--- src/rtl/uart_fifo_pkg.sv ---
package uart_fifo_pkg;
  typedef logic [15:0] lvl_t;

  // Bytes that must be held to request a receive interrupt
  function automatic lvl_t rx_need(input logic [1:0] code, input lvl_t cap,
                                   input logic deep, input lvl_t sh_mid,
                                   input lvl_t sh_upr);
    case (code)
      2'b00:   return lvl_t'(1);
      2'b01:   return deep ? (cap >> 1) : sh_mid;
      2'b10:   return deep ? (cap - (cap >> 2)) : sh_upr;
      default: return cap;
    endcase
  endfunction

  // Free slots that must exist to request a transmit interrupt
  function automatic lvl_t tx_need(input logic [1:0] code, input lvl_t cap);
    case (code)
      2'b00:   return cap;
      2'b01:   return cap >> 1;
      2'b10:   return cap - (cap >> 2);
      default: return lvl_t'(1);
    endcase
  endfunction
endpackage

--- src/rtl/uart_byte_fifo.sv ---
module uart_byte_fifo #(
  parameter int DW        = 8,
  parameter int DEPTH_MAX = 256,
  parameter int CW        = $clog2(DEPTH_MAX + 1)
) (
  input  logic          clk,
  input  logic          rst_n,
  input  logic          flush,
  input  logic [CW-1:0] cap,
  input  logic          push,
  input  logic [DW-1:0] wdata,
  input  logic          pop,
  output logic [DW-1:0] rdata,
  output logic [CW-1:0] count,
  output logic          push_ok,
  output logic          pop_ok
);
  localparam int AW = $clog2(DEPTH_MAX);

  logic [DW-1:0] mem [DEPTH_MAX];
  logic [AW-1:0] wr_ptr, rd_ptr, last_slot;

  assign last_slot = AW'(cap - CW'(1));
  assign push_ok   = push & ~flush & (count < cap);
  assign pop_ok    = pop  & ~flush & (count != '0);
  assign rdata     = mem[rd_ptr];

  always_ff @(posedge clk) begin
    if (push_ok) mem[wr_ptr] <= wdata;
  end

  always_ff @(posedge clk or negedge rst_n) begin
    if (!rst_n) begin
      wr_ptr <= '0;
      rd_ptr <= '0;
      count  <= '0;
    end else if (flush) begin
      wr_ptr <= '0;
      rd_ptr <= '0;
      count  <= '0;
    end else begin
      if (push_ok) wr_ptr <= (wr_ptr == last_slot) ? '0 : wr_ptr + AW'(1);
      if (pop_ok)  rd_ptr <= (rd_ptr == last_slot) ? '0 : rd_ptr + AW'(1);
      case ({push_ok, pop_ok})
        2'b10:   count <= count + CW'(1);
        2'b01:   count <= count - CW'(1);
        default: count <= count;
      endcase
    end
  end

  AST_NO_OVERFLOW: assert property (@(posedge clk) disable iff (!rst_n)
    count <= cap);
  AST_PUSH_STEP: assert property (@(posedge clk) disable iff (!rst_n)
    push_ok && !pop_ok |=> count == $past(count) + CW'(1));
  AST_POP_STEP: assert property (@(posedge clk) disable iff (!rst_n)
    pop_ok && !push_ok |=> count == $past(count) - CW'(1));
endmodule

--- src/rtl/uart_rx_watchdog.sv ---
module uart_rx_watchdog #(
  parameter int TIMEOUT = 64
) (
  input  logic clk,
  input  logic rst_n,
  input  logic en,
  input  logic flush,
  input  logic tick,
  input  logic nonempty,
  input  logic access,
  input  logic pop_ok,
  output logic flag
);
  localparam int TW = $clog2(TIMEOUT + 1);
  localparam logic [TW-1:0] LAST = TW'(TIMEOUT - 1);
  localparam logic [TW-1:0] SAT  = TW'(TIMEOUT);

  logic [TW-1:0] cnt;
  logic          restart, expire;

  assign restart = ~en | flush | access | ~nonempty;
  assign expire  = ~restart & tick & (cnt == LAST);

  always_ff @(posedge clk or negedge rst_n) begin
    if (!rst_n) begin
      cnt  <= '0;
      flag <= 1'b0;
    end else begin
      if (restart)                  cnt <= '0;
      else if (tick && cnt != SAT)  cnt <= cnt + TW'(1);
      if (!en || flush || pop_ok)   flag <= 1'b0;
      else if (expire)              flag <= 1'b1;
    end
  end

  AST_WDOG_NEEDS_DATA: assert property (@(posedge clk) disable iff (!rst_n)
    $rose(flag) |-> $past(nonempty && en && tick));
  AST_WDOG_LATCHED: assert property (@(posedge clk) disable iff (!rst_n)
    flag && !pop_ok && !flush && en |=> flag);
  AST_WDOG_OFF_CLEAR: assert property (@(posedge clk) disable iff (!rst_n)
    !en |=> !flag);
endmodule

--- src/rtl/uart_fifo_irq_ctrl.sv ---
module uart_fifo_irq_ctrl #(
  parameter int DW        = 8,
  parameter int DEEP      = 256,
  parameter int SHALLOW   = 8,
  parameter int SH_RX_MID = 3,
  parameter int SH_RX_UPR = 6,
  parameter int WDOG_BITS = 64,
  parameter int CW        = $clog2(DEEP + 1)
) (
  input  logic          clk,
  input  logic          rst_n,
  input  logic          size_sel,
  input  logic          tx_en,
  input  logic          rx_code_hi,
  input  logic          rx_code_lo,
  input  logic [1:0]    tx_code,
  input  logic          wdog_en,
  input  logic          bit_tick,
  input  logic          rx_push,
  input  logic [DW-1:0] rx_wdata,
  input  logic          rx_pop,
  output logic [DW-1:0] rx_rdata,
  output logic [CW-1:0] rx_count,
  input  logic          tx_push,
  input  logic [DW-1:0] tx_wdata,
  input  logic          tx_pop,
  output logic [DW-1:0] tx_rdata,
  output logic [CW-1:0] tx_count,
  output logic          rx_irq,
  output logic          tx_irq
);
  import uart_fifo_pkg::*;

  logic          size_q, flush;
  logic [CW-1:0] cap, tx_free;
  logic [1:0]    rx_code;
  logic          rx_push_ok, rx_pop_ok, tx_push_ok, tx_pop_ok;
  logic          rx_level_hit, tx_level_hit, wdog_flag;

  always_ff @(posedge clk or negedge rst_n) begin
    if (!rst_n) size_q <= 1'b0;
    else        size_q <= size_sel;
  end

  assign flush   = size_sel ^ size_q;
  assign cap     = size_q ? CW'(DEEP) : CW'(SHALLOW);
  assign rx_code = {rx_code_hi, rx_code_lo};
  assign tx_free = cap - tx_count;

  uart_byte_fifo #(.DW(DW), .DEPTH_MAX(DEEP), .CW(CW)) u_rx_fifo (
    .clk(clk), .rst_n(rst_n), .flush(flush), .cap(cap),
    .push(rx_push), .wdata(rx_wdata), .pop(rx_pop), .rdata(rx_rdata),
    .count(rx_count), .push_ok(rx_push_ok), .pop_ok(rx_pop_ok));

  uart_byte_fifo #(.DW(DW), .DEPTH_MAX(DEEP), .CW(CW)) u_tx_fifo (
    .clk(clk), .rst_n(rst_n), .flush(flush), .cap(cap),
    .push(tx_push), .wdata(tx_wdata), .pop(tx_pop), .rdata(tx_rdata),
    .count(tx_count), .push_ok(tx_push_ok), .pop_ok(tx_pop_ok));

  uart_rx_watchdog #(.TIMEOUT(WDOG_BITS)) u_rx_wdog (
    .clk(clk), .rst_n(rst_n), .en(wdog_en), .flush(flush), .tick(bit_tick),
    .nonempty(rx_count != '0), .access(rx_push_ok | rx_pop_ok),
    .pop_ok(rx_pop_ok), .flag(wdog_flag));

  assign rx_level_hit = lvl_t'(rx_count) >=
    rx_need(rx_code, lvl_t'(cap), size_q, lvl_t'(SH_RX_MID), lvl_t'(SH_RX_UPR));
  assign tx_level_hit = lvl_t'(tx_free) >= tx_need(tx_code, lvl_t'(cap));

  assign rx_irq = rx_level_hit | wdog_flag;
  assign tx_irq = tx_en & tx_level_hit;

  AST_FLUSH_EMPTIES: assert property (@(posedge clk) disable iff (!rst_n)
    flush |=> rx_count == '0 && tx_count == '0 && !wdog_flag);
  AST_FULL_RX_REQ: assert property (@(posedge clk) disable iff (!rst_n)
    rx_count == cap |-> rx_irq);
  AST_TX_LOADED_DROP: assert property (@(posedge clk) disable iff (!rst_n)
    tx_code == 2'b00 && tx_count != '0 |-> !tx_irq);
  AST_TX_DISABLED: assert property (@(posedge clk) disable iff (!rst_n)
    !tx_en |-> !tx_irq);
endmodule

--- config.mk ---
export PLATFORM = sky130hd
export DESIGN_NAME = uart_fifo_irq_ctrl
export DESIGN_NICKNAME = d
export VERILOG_FILES = /design/src/rtl/uart_fifo_pkg.sv /design/src/rtl/uart_byte_fifo.sv /design/src/rtl/uart_rx_watchdog.sv /design/src/rtl/uart_fifo_irq_ctrl.sv
export SDC_FILE = /design/constraint.sdc
export NUM_CORES = 2
export LEC_CHECK = 0
export BUFFER_PORTS_ARGS = -buffer_cell sky130_fd_sc_hd__buf_4
export CAP_MARGIN = 25
export CORE_ASPECT_RATIO = 2
export CORE_UTILIZATION = 45
export CTS_CLUSTER_DIAMETER = 60
export DETAILED_ROUTE_END_ITERATION = 6
export GPL_TIMING_DRIVEN = 0
export PLACE_DENSITY = 0.61
export SETUP_SLACK_MARGIN = 0.02
export SLEW_MARGIN = 20
export SYNTH_ARGS = -nofsm -noshare
export SYNTH_HDL_FRONTEND = slang
export SYNTH_SLANG_ARGS = --single-unit
--- constraint.sdc ---
create_clock -name clk -period 9.45 [get_ports clk]
set_clock_uncertainty 0.15 [all_clocks]
set_input_delay 0.945 -clock clk [delete_from_list [all_inputs] [get_ports clk]]
set_output_delay 0.945 -clock clk [all_outputs]
set_load 0.1 [all_outputs]
# == Word level (Yosys, flattened, before mapping) ==
# Memory sizes are Yosys's and may differ from the RTL's.
# Cells that the tools add are included.
# classes
n_bitwise,21
n_eq_ne,14
reduce_logical,16
add_sub_neg,12
mux,29
n_lt_le_gt_ge,4
# op_table
cell,n
2-to-1 mux 8 bit,13
case mux 16 bit (3 select lines),2
case mux 9 bit (2 select lines),2
adder 8 x 1 -> 8 bit (second input constant),4
== test 8 bit,4
>= comparator 9 x 16 -> 1 bit,2
2-to-1 mux 9 bit,3
adder 9 x 1 -> 9 bit (second input constant),2
< comparator 9 bit,2
nonzero test 9 bit,2
subtractor 9 x 1 -> 9 bit (second input constant),2
2-to-1 mux 16 bit,1
2-to-1 mux 7 bit,2
nonzero test 2 bit,6
bitwise AND 1 bit,11
subtractor 9 x 7 -> 10 bit,1
subtractor 9 bit,1
== test 2 x 1 -> 1 bit (second input constant),4
== test 2 bit (second input constant),4
subtractor 8 x 1 -> 8 bit (second input constant),1
adder 7 x 1 -> 7 bit (second input constant),1
== test 7 x 6 -> 1 bit (second input constant),1
!= test 7 bit (second input constant),1
2-to-1 mux 1 bit,6
other kinds (8),18
# word_totals
n_memories,2
word_cells,107
output_inout_bits,36
inputBits,30
mem_bits_rw,4096
reg_bits,59
# mem_list
name,words,width,rd,rd_clocked_by_memory_dff,write_ports,line_no,text
u_rx_fifo.mem,256,8,1,0,1,uart_byte_fifo.sv:20,logic [DW-1:0] mem [DEPTH_MAX];
u_tx_fifo.mem,256,8,1,0,1,uart_byte_fifo.sv:20,

# == Longest topological paths before layout ==
# logic_depth
word_depth,12
ltp_mapped,16
mapped_depth_nobuf,14

# == By module ==
# A second synthesis with hierarchy kept.
# hier_totals
cells_unflattened,8640
hier_area_um2,166433.4
# by_module_without_submodules
mod,seq_area_each_um2,cells_per_inst,n_inst,area_per_inst_um2
uart_byte_fifo at u_tx_fifo,62124.6,4279,1,82997.1
uart_byte_fifo at u_rx_fifo,62124.6,4232,1,82357.7
uart_fifo_irq_ctrl,25.0,84,1,641.9
uart_rx_watchdog,200.2,45,1,436.7

# == Worst setup path before layout ==
# No wires, ideal clock.
# synth_timing
path_type,register to output
from,reg u_tx_fifo.rd_ptr[3]
to,out tx_rdata[4]
required_time_ps,8355
path_slack_ps,3069
path_stages_with_launch,9
arrival_time_ps,5286
path_cell_list,dfrtp_1 -> buf_2 -> buf_2 -> nor3b_1 -> clkbuf_1 -> a22oi_1 -> a21oi_1 -> nor4_1 -> o311ai_0
# synth_between
elab_chain_len,1
# synth_rtl
element,line_no,text
"start, declared",uart_byte_fifo.sv:21,"logic [AW-1:0] wr_ptr, rd_ptr, last_slot;"
"start signal, assigned",uart_byte_fifo.sv:43,if (pop_ok) rd_ptr <= (rd_ptr == last_slot) ? '0 : rd_ptr + AW'(1);
memory (256 x 8 bit),n/a,
"end, declared",uart_fifo_irq_ctrl.sv:27,"output logic [DW-1:0] tx_rdata,"
# No other way between the ends.

# == Worst setup path after layout ==
# layout_timing
from,reg u_tx_fifo.rd_ptr[1]
to,out tx_rdata[1]
# The elaborated chain is that of the path after synthesis.

==> metrics.yaml <==
status: "complete, but fails checks"
yosys.area.top_type: "edfxtp_1"
synth_nets: 7627
critPathMaxFanout: 11
drc: 1
power.switching_uw: 16550
slew_viol_final: 4
p_clk_share_pct: 31.3
dieArea_sq_um: 361700
cts_resized: 0
wire_per_inst_um: 53.36
peakVddDrop_v: 0.0003396
grt_pass1_vias: 89470
syn2layout_area_growth_pct: 14.20
async_flop_share_pct: 1.420
firstDrtPassIters: 7
yosysMostFrequentCell: "edfxtp_1"
slowest_stage: "buf_2"
r2r_start: "size_q"
grt_use_total_pct: 39.09
viasPerCell: 6.825
cts_max_level: 5
slew-limit-headroom_pct: -0.9666
hold_class: "in2reg"
fin_crit_sh_pct: 89.99
numPortBuffers: 65
leakage_uw: 0.05685
finalSetupViolations: 0
wl_met2_um: 348200
drive_above_1_share_pct: 26.59
combPwrFrac_pct: 27.3
holdWs_ps: 159.3
critPathRequiredTime_ps: 8360
yosys.area.top_type_share_pct: 76.11
syn-cell-area_sq_um: 161600
core_sq_um: 356800
arrival_ps: 7410
fin_nets: 8272
io_pins: 66
ant_nets: 0
critPathTopFamily: "buffers and inverters"
p_per_area_nw_per_um2: 266.8
seqPwrFrac_pct: 41.3
antenna_found_initial: 39
initial_core_util_pct: 45.29
slowest_delay_ps: 920
hold_viol: 0
path_common_cell: "buf_2"
clockBufferDepth: 4
crit_chain: "buf_2, buf_2, buf_2, buf_2, buf_2, buf_12, mux4_2, a22oi_1, a21oi_2, o41ai_1, o31ai_1, buf_4"
tightest_slew_ps: 1514
ys.warnings.count: 0
synth-seq-cells: 4155
cts_sinks: 4155
die_y_um: 849.5
synth_edf_count: 4096
ys_seq_area_share_pct: 77.02
vias: 90340
sw_frac_of_total_pct: 33.61
critPathKind: "reg2out"
cap_viol_max_count: 1
cp-start-kind: "register"
synth_cell_types: 78
met3WireLength_um: 54750
overflow: 0
cts.clk_slew.worst_paths_ps: 70
clk_latency_ps: 1000
grt_max_degree: 125
fp.dieW_um: 425.8
row_count: 310
drtIter0Drc: 13130
synth_cells: 7558
drt_wl_total_um: 706300
fin_crit_ps: 8504
worst_setup_path_end_kind: "output port"
synth_common_cells: "4096 x edfxtp_1, 1038 x mux4_2, 580 x nor2_1, 226 x clkbuf_1, 203 x a22oi_1"
violations: "design-rule violations, max-capacitance violations, max-slew violations"
synth_area_leaders: "edfxtp_1 76%, mux4_2 14%, nor2_1 1.3%"
cts_buffers: 372
rsz0062_at_grt: "no"
place.gp.congestion: 1.060
clockRootBuffer: "clkbuf_16"
max_freq_ghz: 0.1176
dp_hpwl_um: 507000
highest_layer: "met5"
internal_power_uw: 32700
cp-startpoint: "u_tx_fifo.rd_ptr[1]"
syn_area_per_cell_sq_um: 21.38
hp-start: "wdog_en"
setup_tns_ps: 0
grt_first_pass_wirelength_um: 902100
synthFlopType: "edfxtp_1"
cts_tree: "yes"
routedLengthMet1_um: 196000
worst-path-buf-inv: 7
==> metrics by stage <==
stage / area (sq um) / cells / utilization [%] / total power (uW) / setup WS, ps
after CTS: 184200 / 13170 / 51.61 / 48690 / 934.3
after global routing: 184500 / 13190 / 51.69 / 49450 / 1094
after global placement: 168000 / 12300 / 47.07 / 33230 / 204.8
final: 184600 / 13240 / 51.72 / 49250 / 946.4
after detailed placement: 172300 / 12490 / 48.28 / 33670 / 1905
after floorplan: 161600 / 7558 / - / 26530 / 3069
==> cell type report <==
class | instances | area [sq um]
antenna | 52 | 130.1
sequential | 4155 | 124500
clock inverter | 210 | 1912
fill | 28220 | 172300
inverter | 24 | 90.09
buffer | 457 | 2514
tap | 4680 | 5856
clock buffer | 465 | 9942
timing repair buffer | 271 | 4698
multi-input combinational | 2922 | 34950
==> cells in the final DEF (no fill, tap or decap), drive strengths merged, types with 11 or more instances in the layout <==
master | netlist | routed
edfxtp | 4096 | 4096
mux4 | 1038 | 1038
clkbuf | 226 | 691
nor2 | 580 | 580
buf | 231 | 500
a22oi | 203 | 203
clkinv | 0 | 151
nand2 | 135 | 135
a21oi | 112 | 112
a221oi | 103 | 103
a22o | 92 | 92
o21ai | 74 | 74
mux2i | 72 | 72
dfrtp | 59 | 59
nor3 | 55 | 55
diode | 0 | 52
o22ai | 50 | 50
nand3 | 49 | 49
ha | 38 | 38
inv | 24 | 35
bufinv | 0 | 31
xnor2 | 29 | 29
nor2b | 27 | 27
nand2b | 21 | 21
o211ai | 18 | 18
clkinvlp | 0 | 17
and3 | 17 | 17
or3 | 15 | 15
o31ai | 15 | 15
and2 | 14 | 14
nor4 | 14 | 14
a2111oi | 11 | 11
==> registers in the layout, summed over array words and instances, names as in the netlist <==
register,count
size_q,1
u_rx_fifo.count,9
u_rx_fifo.mem,2048
u_rx_fifo.rd_ptr,8
u_rx_fifo.wr_ptr,8
u_rx_wdog.cnt,7
u_rx_wdog.flag,1
u_tx_fifo.count,9
u_tx_fifo.mem,2048
u_tx_fifo.rd_ptr,8
u_tx_fifo.wr_ptr,8
==> kinds of logic (layout without fill, tap and decap cells) <==
group                    count (synthesis)  in the layout  synth area share (%)
AO/OA/AOI/OAI                          749            749                 3.348
XOR/XNOR                                39             39                0.2160
adder cells (fa/ha/maj)                 39             39                0.3066
buffers and inverters                  481           1427                 1.479
flip-flops                            4155           4155                 77.02
multiplexers                          1120           1120                 14.98
other                                    0             52                     0
AND/OR/NAND/NOR                        975            975                 2.650
==> repair_timing <==
action / in CTS / in global routing
buffers inserted: 0 / 0
hold buffers: 2 / 0
hold endpoints to repair: 60 / 0
==> worst paths after layout <==
kind                                   endpoint  slack, ps  cells past startpoint
max                                 tx_rdata[1]        950                     12
min                              u_rx_wdog.flag        160                      3
max reg2reg                u_tx_fifo.mem[56][4]       1700                     12
min reg2reg                    u_rx_wdog.cnt[5]        440                      2
max in group asynchronous      u_rx_wdog.cnt[6]       7890                      2
min in group asynchronous    u_tx_fifo.count[2]        530                      2
==> worst register-to-register path, stage by stage, from the launching register on <==
cell	delay, ps
dfrtp_1	370
clkbuf_1	800
clkbuf_1	910
inv_1	690
ha_1	570
nor4b_1	330
o2111ai_1	200
a211o_1	320
buf_2	210
nor3b_2	330
nand2_1	790
buf_2	710
nor2_1	1000
==> power groups by stage <==
| stage | Combinational, uW | Clock, uW | Sequential (uW) |
|---|---|---|---|
| floorplan | 5620 | 0 | 20900 |
| global placement | 12400 | 0 | 20800 |
| detailed placement | 12900 | 0 | 20800 |
| CTS | 12900 | 15400 | 20400 |
| global route | 13100 | 16000 | 20300 |
| finish | 13500 | 15400 | 20400 |
==> metal layers <==
layer | global-route usage (%) | vias to the layer above
li1 | - | 33120
met1 | 37.03 | 48000
met2 | 64.17 | 6670
met3 | 8.178 | 2537
met4 | 47.94 | 14
met5 | 0 | -
(Power assumes the default switching activity.)
